$ cat src/rtl/tdiv_pkg.sv
package tdiv_pkg;
   typedef enum logic [1:0] {
      PIN_OFF  = 2'd0,
      PIN_NOTE = 2'd1,
      PIN_REF  = 2'd2
   } pin_src_e;

   function automatic pin_src_e pick_src(input logic en, input logic mode);
      if (!en)       return PIN_OFF;
      else if (mode) return PIN_NOTE;
      else           return PIN_REF;
   endfunction
endpackage

$ cat src/rtl/tdiv_limit.sv
module tdiv_limit #(
   parameter int CW       = 8,
   parameter int MIN_HALF = 2
) (
   input  logic          clk,
   input  logic          rst_n,
   input  logic          load,
   input  logic [CW-1:0] setting,
   output logic [CW-2:0] half_len,
   output logic          trim
);
   localparam int LW = CW - 1;

   logic [LW-1:0] clamped;

   always_comb begin
      clamped = setting[LW-1:0];
      if (clamped < LW'(MIN_HALF))
         clamped = LW'(MIN_HALF);
   end

   always_ff @(posedge clk or negedge rst_n) begin
      if (!rst_n) begin
         half_len <= LW'(MIN_HALF);
         trim     <= 1'b0;
      end else if (load) begin
         half_len <= clamped;
         trim     <= setting[CW-1];
      end
   end
endmodule

$ cat src/rtl/tdiv_halfcnt.sv
module tdiv_halfcnt #(
   parameter int CW = 8
) (
   input  logic          clk,
   input  logic          rst_n,
   input  logic          step,
   input  logic          clr,
   input  logic [CW-2:0] half_len,
   input  logic          trim,
   output logic [CW-1:0] cnt,
   output logic          half_end
);
   localparam int LW = CW - 1;

   logic [LW-1:0] low_q;
   logic          note_q;
   logic [LW-1:0] low_inc;
   logic [LW-1:0] low_restart;

   assign low_inc     = low_q + 1'b1;
   assign half_end    = (low_inc == half_len);
   assign low_restart = (note_q && trim) ? LW'(1) : '0;

   always_ff @(posedge clk or negedge rst_n) begin
      if (!rst_n) begin
         low_q  <= '0;
         note_q <= 1'b0;
      end else if (clr) begin
         low_q  <= '0;
         note_q <= 1'b0;
      end else if (step) begin
         if (half_end) begin
            low_q  <= low_restart;
            note_q <= ~note_q;
         end else begin
            low_q  <= low_inc;
         end
      end
   end

   assign cnt = {note_q, low_q};
endmodule

$ cat src/rtl/tdiv_ref.sv
module tdiv_ref #(
   parameter int REF_LOG2 = 4
) (
   input  logic clk,
   input  logic rst_n,
   input  logic tick,
   output logic ref_wave
);
   logic [REF_LOG2-1:0] pre_q;

   always_ff @(posedge clk or negedge rst_n) begin
      if (!rst_n)    pre_q <= '0;
      else if (tick) pre_q <= pre_q + 1'b1;
   end

   assign ref_wave = pre_q[REF_LOG2-1];
endmodule

$ cat src/rtl/tdiv_pinmux.sv
module tdiv_pinmux
   import tdiv_pkg::*;
#(
   parameter bit PIN_REG = 1'b0
) (
   input  logic clk,
   input  logic rst_n,
   input  logic alarm_en,
   input  logic tone_mode,
   input  logic note,
   input  logic ref_wave,
   output logic pin
);
   pin_src_e src;
   logic     pin_d;

   always_comb begin
      src = pick_src(alarm_en, tone_mode);
      unique case (src)
         PIN_NOTE: pin_d = note;
         PIN_REF:  pin_d = ref_wave;
         default:  pin_d = 1'b0;
      endcase
   end

   generate
      if (PIN_REG) begin : g_reg
         logic pin_q;
         always_ff @(posedge clk or negedge rst_n) begin
            if (!rst_n) pin_q <= 1'b0;
            else        pin_q <= pin_d;
         end
         assign pin = pin_q;
      end else begin : g_comb
         logic unused_clk;
         assign unused_clk = clk ^ rst_n;
         assign pin = pin_d;
      end
   endgenerate
endmodule

$ cat src/rtl/tone_halfdiv.sv
module tone_halfdiv #(
   parameter int CW       = 8,
   parameter int MIN_HALF = 2,
   parameter int REF_LOG2 = 4,
   parameter bit PIN_REG  = 1'b0
) (
   input  logic          clk,
   input  logic          rst_n,
   input  logic          tone_tick,
   input  logic          tone_mode,
   input  logic [CW-1:0] setting,
   input  logic          count_en,
   input  logic          clr,
   input  logic          alarm_en,
   output logic [CW-1:0] count,
   output logic          alarm_pin
);
   localparam int LW = CW - 1;

   generate
      if (CW < 3 || CW > 16) begin : g_bad_cw
         $error("tone_halfdiv: CW out of range");
      end
      if (MIN_HALF < 2 || MIN_HALF >= (1 << LW)) begin : g_bad_min
         $error("tone_halfdiv: MIN_HALF out of range");
      end
      if (REF_LOG2 < 1 || REF_LOG2 > 16) begin : g_bad_ref
         $error("tone_halfdiv: REF_LOG2 out of range");
      end
   endgenerate

   logic [LW-1:0] half_len;
   logic          trim;
   logic          step;
   logic          half_end;
   logic          ref_wave;
   logic          load;

   assign step = tone_tick & count_en & tone_mode & ~clr;
   assign load = clr | (step & half_end);

   tdiv_limit #(.CW(CW), .MIN_HALF(MIN_HALF)) u_limit (
      .clk(clk), .rst_n(rst_n), .load(load), .setting(setting),
      .half_len(half_len), .trim(trim)
   );

   tdiv_halfcnt #(.CW(CW)) u_cnt (
      .clk(clk), .rst_n(rst_n), .step(step), .clr(clr),
      .half_len(half_len), .trim(trim), .cnt(count), .half_end(half_end)
   );

   tdiv_ref #(.REF_LOG2(REF_LOG2)) u_ref (
      .clk(clk), .rst_n(rst_n), .tick(tone_tick), .ref_wave(ref_wave)
   );

   tdiv_pinmux #(.PIN_REG(PIN_REG)) u_pin (
      .clk(clk), .rst_n(rst_n), .alarm_en(alarm_en), .tone_mode(tone_mode),
      .note(count[CW-1]), .ref_wave(ref_wave), .pin(alarm_pin)
   );
endmodule

$ cat config.mk
export PLATFORM = sky130hd
export DESIGN_NAME = tone_halfdiv
export DESIGN_NICKNAME = d
export VERILOG_FILES = /design/src/rtl/tdiv_pkg.sv /design/src/rtl/tdiv_limit.sv /design/src/rtl/tdiv_halfcnt.sv /design/src/rtl/tdiv_ref.sv /design/src/rtl/tdiv_pinmux.sv /design/src/rtl/tone_halfdiv.sv
export SDC_FILE = /design/constraint.sdc
export NUM_CORES = 1
export LEC_CHECK = 0
export BUFFER_PORTS_ARGS = -buffer_cell sky130_fd_sc_hd__buf_2
export CORE_ASPECT_RATIO = 1.1
export CORE_MARGIN = 2
export CORE_UTILIZATION = 45
export DETAILED_ROUTE_END_ITERATION = 10
export PLACE_DENSITY = 0.8
export SLEW_MARGIN = 15
export SYNTH_ARGS = -nofsm -noshare
export SYNTH_HDL_FRONTEND = slang
export SYNTH_SLANG_ARGS = --single-unit
$ cat constraint.sdc
create_clock -name clk -period 2.5 [get_ports clk]
set_input_delay 0.25 -clock clk [delete_from_list [all_inputs] [get_ports clk]]
set_output_delay 0.25 -clock clk [all_outputs]
set_load 0.05 [all_outputs]
After elaboration in Yosys (flattened, before gate mapping) --
Index checks and enable logic that the tools add are counted.
Operators by class: reduce and logical (&&, ||, !) cells 4, equality and inequality tests 3, $lt $le $gt $ge 1, mux-type cells 11, add/subtract/negate cells 2, bitwise operators 7
Operators by type and width (count):
- two-way mux 7 bit | 4
- adder 7 x 1 -> 7 bit, second input constant | 1
- equality test 7 bit | 1
- < comparator 7 x 2 -> 1 bit, second input constant | 1
- adder 4 x 1 -> 4 bit, second input constant | 1
- AND 1 bit | 4
- two-way mux 1 bit | 4
- two-way mux 2 bit | 2
- nonzero test 2 bit | 2
- equality test 2 x 1 -> 1 bit, second input constant | 1
- equality test 2 bit, second input constant | 1
- inverter 1 bit | 2
- case mux 1 bit (2 select lines) | 1
- AND reduction 2 bit | 1
- logical AND 1 bit | 1
- bitwise OR 1 bit | 1
Storage, ports and cells: input port bits 15, bits in registers 20, output and inout port bits 9, word-level logic and storage cells 33

Depth between registers and ports, before layout --
Gate-level depths: netlist of the first run.
depth after elaboration 5, depth in mapped cells 8, gate-level depth less buffers 7

Hierarchy --
Synthesis of the first run repeated with hierarchy kept, for this count alone.
Second synthesis, totals: cells, all modules 113, area, all modules 1248.7 sq um
By module, submodules not included:
- tdiv_halfcnt | area an instance 725.7 sq um, cells an instance 77, instances 1, sequential area each 200.2 sq um
- tdiv_limit | area an instance 326.6 sq um, cells an instance 21, instances 1, sequential area each 201.4 sq um
- tdiv_ref | area an instance 160.2 sq um, cells an instance 11, instances 1, sequential area each 100.1 sq um
- tone_halfdiv | area an instance 20.0 sq um, cells an instance 2, instances 1, sequential area each 0.0 sq um
- tdiv_pinmux | area an instance 16.3 sq um, cells an instance 2, instances 1, sequential area each 0.0 sq um

Least setup slack after synthesis of the first run --
No wires, ideal clock.
kind register -> register, start register u_cnt.low_q[0], end register u_limit.half_len[2], buffers on the path 0, period minus slack after synthesis 2.539 ns, setup time 0.125 ns, arrival time 2.415 ns, data required time 2.375 ns, path slack -0.039 ns, cell stages (with the launch flop) 8, cell sequence dfrtp_1 -> ha_1 -> nand3_1 -> xnor2_1 -> nor4_2 -> o311ai_2 -> o21bai_4 -> mux2_2
On the way: longest elaborated chain between the ends 4
RTL lines:
- from (decl) | RTL line tdiv_halfcnt.sv:15 | logic [LW-1:0] low_q;
- from (signal assigned) | RTL line tdiv_halfcnt.sv:33 | low_q <= low_restart;
- from (signal assigned) | RTL line tdiv_halfcnt.sv:36 | low_q <= low_inc;
- adder 7 x 1 -> 7 bit | RTL line tdiv_halfcnt.sv:20 | assign low_inc = low_q + 1'b1;
- equality test 7 bit | RTL line tdiv_halfcnt.sv:21 | assign half_end = (low_inc == half_len);
- AND 1 bit | RTL line tone_halfdiv.sv:40 | assign load = clr | (step & half_end);
- bitwise OR 1 bit | RTL line tone_halfdiv.sv:40
- to (signal assigned) | RTL line tdiv_limit.sv:24 | half_len <= LW'(MIN_HALF);
- to (signal assigned) | RTL line tdiv_limit.sv:27 | half_len <= clamped;
- to (decl) | RTL line tdiv_limit.sv:9 | output logic [CW-2:0] half_len,
Every way passes these cells. A chain may end at the register's enable or synchronous reset.

Worst setup path in the final report of the first run --
start register u_cnt.low_q[0], end register u_cnt.low_q[0]
On the way: longest elaborated chain between the ends 5
RTL lines:
- adder 7 x 1 -> 7 bit * | RTL line tdiv_halfcnt.sv:20
- equality test 7 bit | RTL line tdiv_halfcnt.sv:21
- two-way mux 7 bit * | RTL line tdiv_halfcnt.sv:32 | if (half_end) begin
- two-way mux 7 bit * | RTL line tdiv_halfcnt.sv:31 | end else if (step) begin
- two-way mux 7 bit * | RTL line tdiv_halfcnt.sv:28 | end else if (clr) begin
Every way passes the cells marked *; elsewhere a longest branch is shown, timed or not. The select of a mux whose other input is x is not followed.

==> impl_metrics.csv, run 1 <==
group,metric,value,unit
power,ir_drop,0.396,mV
clock_network,numCtsBuffers,3,
grt,grtUsageTotal,18.6,%
clock_network,cts_tree,"built",
clock_network,clk_latency,0.30,ns
cells_and_area,multi_input_area,601,µm²
routing,drt_iter0_drc,28,
clock_network,cts_htree_levels,1,
yosys,synth_nets,128,
clock_network,clockBufferDepth,2,
cells_and_area,layout.nets,154,
yosys,synth.largest_area_cell,"dfrtp_1",
sta,setup-violations-final,0,
cells_and_area,nFillCells,209,
sta,fmax,0.433,GHz
sta,period_share,92.5,%
die,coreArea,0.00245,mm²
yosys,yosysTopAreaCellShare,42.1,%
yosys,ys_ff_latch,20,
die,rows,19,
worst_setup_path,start_kind,"register",
yosys,yosysSeqAreaShare,44.5,%
yosys,yosysMostFrequentCell,"dfrtp_1",
min_path,min_to,"u_limit.trim",
grt,grt.overflow.total,0,
placement,dp_hpwl,1.68,mm
job,drv_cap,0,
sta,drv_slew,0,
worst_setup_path,reg2reg_depth,8,
die,dieWidth,51.8,µm
placement,place_area,0.00127,mm²
die,pin_count,24,
worst_setup_path,r2r_end,"u_cnt.low_q[0]",
grt,grt_antenna_before_repair,0,
yosys,avgSynthCellArea,10.2,µm²
status,status,"completed",
clock_network,cts_root_buf,"clkbuf_4",
yosys,async_flop_share,100,%
yosys,netlist_area,0.00113,mm²
die,start_util,46.1,%
routing,route.vias.total,916,
routing,drt-total-wl,2.33,mm
sta,finClkSkew,0.00694,ns
yosys,synth_edf_count,0,
routing,drc,0,
worst_setup_path,crit_type,"reg2reg",
min_path,hold_path_startpoint,"setting[7]",
worst_setup_path,r2r_start,"u_cnt.low_q[0]",
worst_setup_path,path_max_fanout,14,
die,die_h,56.5,µm
power,powerDensity,630,mW/mm²
placement,port_buffers,23,
die,dieArea,0.00293,mm²
sta,worst_pin_slew,0.502,ns
cells_and_area,antenna_cells,0,
yosys,synthFlopType,"dfrtp_1",
placement,place_congestion,0.810,
grt,grt_pass1_vias,948,
sta,hold_violations,0,
routing,viasPerCell,5.49,
cells_and_area,fin_area,0.00135,mm²
routing,first_pass_iters,4,
clock_network,cts.sinks,20,
yosys,ys_top_cells_by_area,"dfrtp_1 42%, mux2_2 8.0%, xnor2_1 7.8%",
yosys,synth_cell_types,33,
cells_and_area,regArea,503,µm²
min_path,hold_depth,2,
clock_network,clk_pin_slew_worst_paths,0.11,ns
sta,setup_tns,0,ns
sta,min_period,2.31,ns
worst_setup_path,arrival,2.50,ns
cells_and_area,finish.utilization,55.0,%
worst_setup_path,cp.required,2.69,ns
routing,avgRoutedWirePerCell,13.9,µm
cells_and_area,drive_above_1_share,35.3,%
worst_setup_path,ff2ff_setup_slack,0.19,ns
worst_setup_path,endpoint_kind,"register",
yosys,yosys-top-cells-count,"19 x dfrtp_1, 16 x nand2_1, 10 x xnor2_1",
routing,ant_nets,0,
cells_and_area,syn_to_final_growth,19.3,%
sta,holdWs,0.176,ns
power,p_leak,0.574,nW
yosys,yosysWarnings,0,
sta,relSlewSlack,66.4,%
clock_network,post_cts_buffers,0,
grt,grt_max_degree,21,
yosys,syn_inst,111,
min_path,worstHoldPathType,"in2reg",
grt,grt_pass1_wl,4.24,mm
==> worst max-delay path by stage <==
| stage | startpoint | end | slack [ns] | cells past startpoint |
|---|---|---|---|---|
| after floorplan | u_cnt.low_q[1] | u_limit.half_len[2] | 0.0009 | 7 |
| after global placement | u_cnt.low_q[0] | u_limit.half_len[6] | 0.29 | 7 |
| after detailed placement | u_cnt.low_q[0] | u_cnt.low_q[0] | 0.19 | 8 |
| after CTS | u_cnt.low_q[0] | u_cnt.low_q[0] | 0.18 | 8 |
| after global routing | u_cnt.low_q[1] | u_cnt.low_q[0] | -0.006 | 8 |
| final | u_cnt.low_q[0] | u_cnt.low_q[0] | 0.19 | 8 |
==> routing by layer <==
layer	share of wire [%]	GRT usage, %	vias to the layer above
met5	0	0	-
met4	0	2.26	0
met3	5.6	4.79	0
met2	51	31.1	36
met1	43	24.9	441
li1	-	-	439
==> final cells by class <==
cell class	count	share of cell area, %
sequential	20	37.4
clock buffer	3	1.67
clock inverter	1	2.23
inverter	3	0.836
tap	31	2.88
timing repair buffer	26	10.4
multi-input combinational	83	44.6
==> cells in the final DEF (no fill, tap or decap), drive strengths merged <==
| cell type | synthesis | layout |
|---|---|---|
| a2111oi | 1 | 1 |
| a211oi | 1 | 1 |
| a21oi | 4 | 4 |
| a31oi | 4 | 4 |
| and3 | 1 | 1 |
| buf | 4 | 25 |
| bufinv | 0 | 1 |
| clkbuf | 1 | 3 |
| dfrtp | 19 | 19 |
| dfstp | 1 | 1 |
| dlygate4sd3 | 0 | 1 |
| ha | 2 | 2 |
| inv | 3 | 3 |
| mux2 | 8 | 8 |
| mux2i | 2 | 2 |
| nand2 | 16 | 16 |
| nand2b | 1 | 1 |
| nand3 | 9 | 9 |
| nand4 | 1 | 1 |
| nor2 | 1 | 1 |
| nor2b | 2 | 2 |
| nor3 | 5 | 5 |
| nor3b | 2 | 2 |
| nor4 | 2 | 2 |
| o21ai | 2 | 2 |
| o21bai | 1 | 1 |
| o311ai | 1 | 1 |
| or2 | 2 | 2 |
| or3 | 2 | 2 |
| xnor2 | 10 | 10 |
| xor2 | 3 | 3 |
==> worst max-delay path: stages, from the launching register on <==
cell and delay (ns):
dfrtp_2 0.44, ha_2 0.26, nand3_1 0.16, xnor2_1 0.19, nor4_2 0.29, o311ai_2 0.19
buf_4 0.22, and3_1 0.19, a2111oi_2 0.27
==> cell families after synthesis <==
group / share of synthesized area [%]
multiplexers: 9.76
flip-flops: 44.5
XOR/XNOR: 10.1
AO/OA/AOI/OAI: 9.98
AND/OR/NAND/NOR: 20.3
buffers and inverters: 3.21
adder cells (fa/ha/maj): 2.22
==> per-stage QoR <==
| step | total power, mW | std cells | setup slack, ns |
|---|---|---|---|
| after floorplan | 0.537 | 111 | 0.000877 |
| after global placement | 0.577 | 162 | 0.290 |
| after detailed placement | 0.590 | 162 | 0.186 |
| after CTS | 0.856 | 167 | 0.182 |
| after global routing | 0.898 | 167 | -0.00594 |
| final | 0.848 | 167 | 0.188 |
==> power breakdown <==
part	total (mW)	switching (mW)	leakage (nW)	internal [mW]
Clock	0.263	0.101	0.0279	0.162
Combinational	0.166	0.0816	0.297	0.0846
Sequential	0.418	0.0432	0.249	0.375
Total	0.848	0.226	0.574	0.622
==> state kept, by name, indices dropped and copies added (netlist names) <==
register / cells
u_cnt.low_q: 7
u_cnt.note_q: 1
u_limit.half_len: 7
u_limit.trim: 1
u_ref.pre_q: 4
==> timing repair <==
item / in CTS / in global routing
resized for setup: 0 / 2
hold buffers: 1 / 0
hold endpoints to repair: 19 / 0
endpoints found under the setup margin: 0 / 1
No activity file was read; power rests on OpenSTA's default activity.
==> run 2: changes to the inputs <==
Settings changed: CTS_BUF_LIST from default to sky130_fd_sc_hd__clkbuf_16.
==> run 2 against run 1 <==
Register-to-register slack worse by 0.07 ns. Clock skew down 0.0048 ns. First-iteration DRC count down 25%. Final area up 4.5%. Critical path type unchanged.
==> impl_metrics.csv, run 2 (synthesis results as in run 1) <==
group,metric,value,unit
power,powerDensity,729,mW/mm²
die,dieWidth,51.8,µm
die,pin_count,24,
worst_setup_path,start_kind,"register",
placement,port_buffers,23,
sta,setup-violations-final,0,
placement,preCtsSetupSlack,0.186,ns
worst_setup_path,path_max_fanout,14,
power,ir_drop,0.431,mV
worst_setup_path,crit_end,"u_cnt.low_q[0]",
job,drv_cap,0,
grt,grt.overflow.total,0,
routing,drt_iter0_drc,21,
cells_and_area,multi_input_area,593,µm²
sta,relSlewSlack,66.4,%
cells_and_area,layout.nets,156,
clock_network,cts_tree,"built",
sta,fmax,0.420,GHz
status,status,"completed",
worst_setup_path,r2r_start,"u_cnt.low_q[0]",
cells_and_area,final_common_cell,"buf_2",
worst_setup_path,endpoint_kind,"register",
clock_network,clockBufferDepth,2,
power,power.total,1.03,mW
worst_setup_path,cp.required,2.64,ns
clock_network,cts_htree_levels,1,
grt,grt_pass1_wl,4.43,mm
grt,grt_max_degree,21,
sta,holdWs,0.232,ns
die,dieArea,0.00293,mm²
cells_and_area,nFillCells,207,
sta,period_share,95.2,%
sta,finClkSkew,0.00211,ns
die,die_h,56.5,µm
worst_setup_path,crit_type,"reg2reg",
placement,place_congestion,0.810,
clock_network,numCtsBuffers,3,
die,coreArea,0.00245,mm²
worst_setup_path,startpoint,"u_cnt.low_q[0]",
routing,viasPerCell,5.48,
cells_and_area,regArea,503,µm²
placement,dp_hpwl,1.68,mm
cells_and_area,final_cell_mix,"23 x buf_2, 18 x dfrtp_1, 16 x nand2_1, 10 x xnor2_1",
cells_and_area,syn_to_final_growth,24.6,%
clock_network,clk_latency,0.25,ns
worst_setup_path,r2r_end,"u_cnt.low_q[0]",
grt,grt_pass1_vias,977,
die,start_util,46.1,%
cells_and_area,antenna_cells,0,
worst_setup_path,ff2ff_setup_slack,0.12,ns
routing,avgRoutedWirePerCell,15.2,µm
routing,drt-total-wl,2.57,mm
routing,drc,0,
placement,place_area,0.00127,mm²
worst_setup_path,arrival,2.52,ns
clock_network,cts.sinks,20,
die,rows,19,
power,p_leak,0.603,nW
placement,dp_cells,162,
grt,grtUsageTotal,19.8,%
sta,drv_slew,0,
cells_and_area,drive_above_1_share,35.5,%
routing,ant_nets,0,
sta,setup_slack,0.119,ns
routing,route.vias.total,926,
clock_network,clk_pin_slew_worst_paths,0.05,ns
min_path,worstHoldPathType,"in2reg",
grt,grt_antenna_before_repair,0,
sta,hold_violations,0,
routing,first_pass_iters,4,
sta,min_period,2.38,ns
cells_and_area,fin_area,0.00141,mm²
sta,worst_pin_slew,0.502,ns
cells_and_area,fin_cells,169,
clock_network,cts_root_buf,"clkbuf_16",
worst_setup_path,reg2reg_depth,8,
cells_and_area,top_regs,"u_cnt.low_q: 7 flops, u_limit.half_len: 7 flops, u_ref.pre_q: 4 flops",
## run 2: critical path: stages (launching register included)
cell	delay, ns
dfrtp_2	0.42
ha_2	0.24
nand3_1	0.16
xnor2_1	0.19
nor4_2	0.34
o311ai_2	0.21
buf_4	0.23
and3_1	0.20
a2111oi_2	0.28
## run 2: metrics by stage
stage | setup TNS (ns) | utilization [%]
after global routing | -0.00661 | 57.4
after global placement | 0 | 52.0
after CTS | 0 | 56.7
after detailed placement | 0 | 52.0
after floorplan | 0 | -
final | 0 | 57.4
## run 2: routing by layer
| layer | vias to the layer above | wire [µm] | GRT usage (%) |
|---|---|---|---|
| met5 | - | 0 | 0 |
| met4 | 0 | 61 | 3.38 |
| met3 | 7 | 123 | 4.79 |
| met2 | 31 | 1350 | 35.2 |
| met1 | 445 | 1040 | 24.4 |
| li1 | 443 | - | - |
## run 2: layout make-up
| type | instances | area share [%] |
|---|---|---|
| Clock buffer | 3 | 5.34 |
| Clock inverter | 1 | 2.14 |
| Inverter | 3 | 0.801 |
| Multi-Input combinational cell | 83 | 42.2 |
| Sequential cell | 20 | 35.8 |
| Tap cell | 31 | 2.76 |
| Timing Repair Buffer | 28 | 11.0 |
## run 2: how the worst min path moves through the flow
stage	from	endpoint	slack [ns]	cells after the start
after CTS	setting[7]	u_limit.trim	0.23	2
final	setting[7]	u_limit.trim	0.23	2
after global placement	rst_n	u_limit.half_len[4]	0.21	1
after floorplan	rst_n	u_cnt.low_q[0]	-0.05	0
after global routing	setting[7]	u_limit.trim	0.24	2
after detailed placement	rst_n	u_limit.half_len[3]	0.22	1
## run 2: where the power goes
| part | internal [mW] | total, mW | switching (mW) | leakage (nW) |
|---|---|---|---|---|
| Clock | 0.318 | 0.438 | 0.120 | 0.0511 |
| Sequential | 0.376 | 0.419 | 0.0432 | 0.249 |
| Combinational | 0.0846 | 0.168 | 0.0837 | 0.303 |
## run 2: what timing repair did
action,in CTS,in global routing
resized for setup,0,1
hold endpoints to repair,19,0
hold buffers,1,0
buffers inserted,0,2
endpoints found under the setup margin,0,1
==> run 3: changes to the inputs <==
Settings changed: SETUP_SLACK_MARGIN from default to 0.4.
==> run 3 against run 2 <==
Critical path depth unchanged. Sequential share of layout area decreased by 3.5 points. Largest cell class unchanged. Worst setup slack improved by 0.19 ns. Combinational power up 18%. Flip-flop and latch count is the same. Die area stayed put.
==> impl_metrics.csv, run 3 (synthesis results as in run 1) <==
group,metric,value,unit
status,status,"completed",
sta,worst_pin_slew,0.445,ns
worst_setup_path,crit_chain,"ha_4, nand3_4, xnor2_4, nor4_4, o311ai_4, o21bai_4, buf_6, mux2_4",
cells_and_area,top_regs,"u_cnt.low_q: 7 flops, u_limit.half_len: 7 flops, u_ref.pre_q: 4 flops",
worst_setup_path,arrival,2.32,ns
die,pin_count,24,
sta,finClkSkew,0.00266,ns
grt,grt_pass1_vias,1054,
power,combPwrFrac,21.0,%
sta,relSlewSlack,70.3,%
routing,first_pass_iters,4,
clock_network,clk_pin_slew_worst_paths,0.05,ns
worst_setup_path,r2r_start,"u_cnt.low_q[1]",
power,ir_drop,0.632,mV
power,swShare,26.8,%
sta,min_period,2.19,ns
cells_and_area,antenna_cells,0,
clock_network,cts_tree,"built",
clock_network,cts.sinks,20,
clock_network,clk_latency,0.25,ns
cells_and_area,fin_cells,177,
sta,setup-violations-final,0,
clock_network,cts_root_buf,"clkbuf_16",
power,clkPwrFrac,34.3,%
routing,route.vias.total,984,
cells_and_area,final_common_cell,"buf_2",
die,dieArea,0.00293,mm²
placement,place_congestion,0.801,
cells_and_area,fin_area,0.00158,mm²
routing,drt_iter0_drc,29,
power,power.total,0.946,mW
cells_and_area,layout.nets,164,
worst_setup_path,path_max_fanout,5,
placement,preCtsSetupSlack,0.278,ns
worst_setup_path,crit_path_max_incr_delay,0.42,ns
min_path,worstHoldPathType,"in2reg",
die,rows,19,
clock_network,cts_htree_levels,1,
grt,grt.overflow.total,0,
sta,setup_tns,0,ns
routing,viasPerCell,5.56,
routing,drc,0,
grt,grtUsageTotal,20.8,%
job,drv_cap,0,
routing,drt-total-wl,2.83,mm
placement,port_buffers,23,
worst_setup_path,startpoint,"u_cnt.low_q[1]",
grt,grt_pass1_wl,4.51,mm
power,p_seq_share,44.7,%
power,p_leak,0.684,nW
power,p_int,0.692,mW
cells_and_area,finish.utilization,64.4,%
power,p_sw,0.253,mW
placement,dp_cells,162,
cells_and_area,final_cell_mix,"23 x buf_2, 16 x nand2_1, 14 x dfrtp_1, 9 x buf_4, 7 x nand3_1",
cells_and_area,syn_to_final_growth,39.7,%
clock_network,numCtsBuffers,3,
die,dieWidth,51.8,µm
worst_setup_path,endpoint_kind,"register",
die,die_h,56.5,µm
routing,avgRoutedWirePerCell,16.0,µm
worst_setup_path,start_kind,"register",
power,powerDensity,600,mW/mm²
worst_setup_path,cpMaxStageDelayCell,"dfrtp_2",
grt,grt_antenna_before_repair,0,
placement,dp_hpwl,1.75,mm
sta,period_share,87.7,%
routing,ant_nets,0,
die,start_util,46.1,%
sta,hold_violations,0,
sta,setup_slack,0.308,ns
sta,rsz0062_at_grt,"true",
cells_and_area,drive_above_1_share,45.2,%
clock_network,clockBufferDepth,2,
die,coreArea,0.00245,mm²
worst_setup_path,crit_type,"reg2reg",
placement,place_area,0.00130,mm²
sta,drv_slew,0,
grt,grt_max_degree,21,
sta,holdWs,0.236,ns
min_path,hold_path_startpoint,"setting[7]",
sta,fmax,0.456,GHz
worst_setup_path,cp.required,2.63,ns
-- run 3: power groups by stage --
stage               clock, mW  sequential [mW]  combinational, mW
floorplan                   0            0.422              0.117
global placement            0            0.421              0.159
detailed placement          0            0.426              0.165
CTS                     0.331            0.421              0.183
global route            0.346            0.428              0.218
finish                  0.325            0.423              0.199
-- run 3: path summary, 6_finish.rpt --
path | endpoint | slack [ns] | cells past startpoint
hold reg to reg | u_ref.pre_q[3] | 0.48 | 1
setup / recovery | u_limit.half_len[4] | 0.31 | 8
min in group asynchronous | u_ref.pre_q[0] | 0.48 | 2
setup reg to reg | u_limit.half_len[4] | 0.31 | 8
max in group asynchronous | u_limit.half_len[1] | 1.68 | 2
hold / removal | u_limit.trim | 0.24 | 2
-- run 3: repair_timing --
| action | in CTS | in global routing |
|---|---|---|
| endpoints found under the hold margin | 19 | 0 |
| gates resized for setup | 11 | 10 |
| buffers inserted | 8 | 2 |
| endpoints found under the setup margin | 10 | 13 |
| pin swaps | 5 | 5 |
| hold buffers | 1 | 0 |
-- run 3: layout make-up --
type                       instances  area (µm²)
sequential                        20         508
fill                             192         872
clock inverter                     1        3.75
tap                               31        38.8
timing repair buffer              36         226
multi-input combinational         83         713
inverter                           3        11.3
clock buffer                       3        75.1
-- run 3: per-layer routing --
layer  global-route usage [%]  share of wire [%]  wire length (µm)  vias to the layer above
li1                         -                  -                 -                      459
met1                     23.1                 40              1140                      485
met2                     37.4                 54              1530                       38
met3                     5.05                5.2               147                        2
met4                     7.52               0.35                10                        0
met5                        0                  0                 0                        -
-- run 3: critical path, delay by kind of cell (launching register included) --
family / cells / cell delay (ns)
AO/OA/AOI/OAI: 2 / 0.37
XOR/XNOR: 1 / 0.16
adder cells (fa/ha/maj): 1 / 0.20
buffers and inverters: 1 / 0.16
flip-flops: 1 / 0.42
multiplexers: 1 / 0.30
AND/OR/NAND/NOR: 2 / 0.48
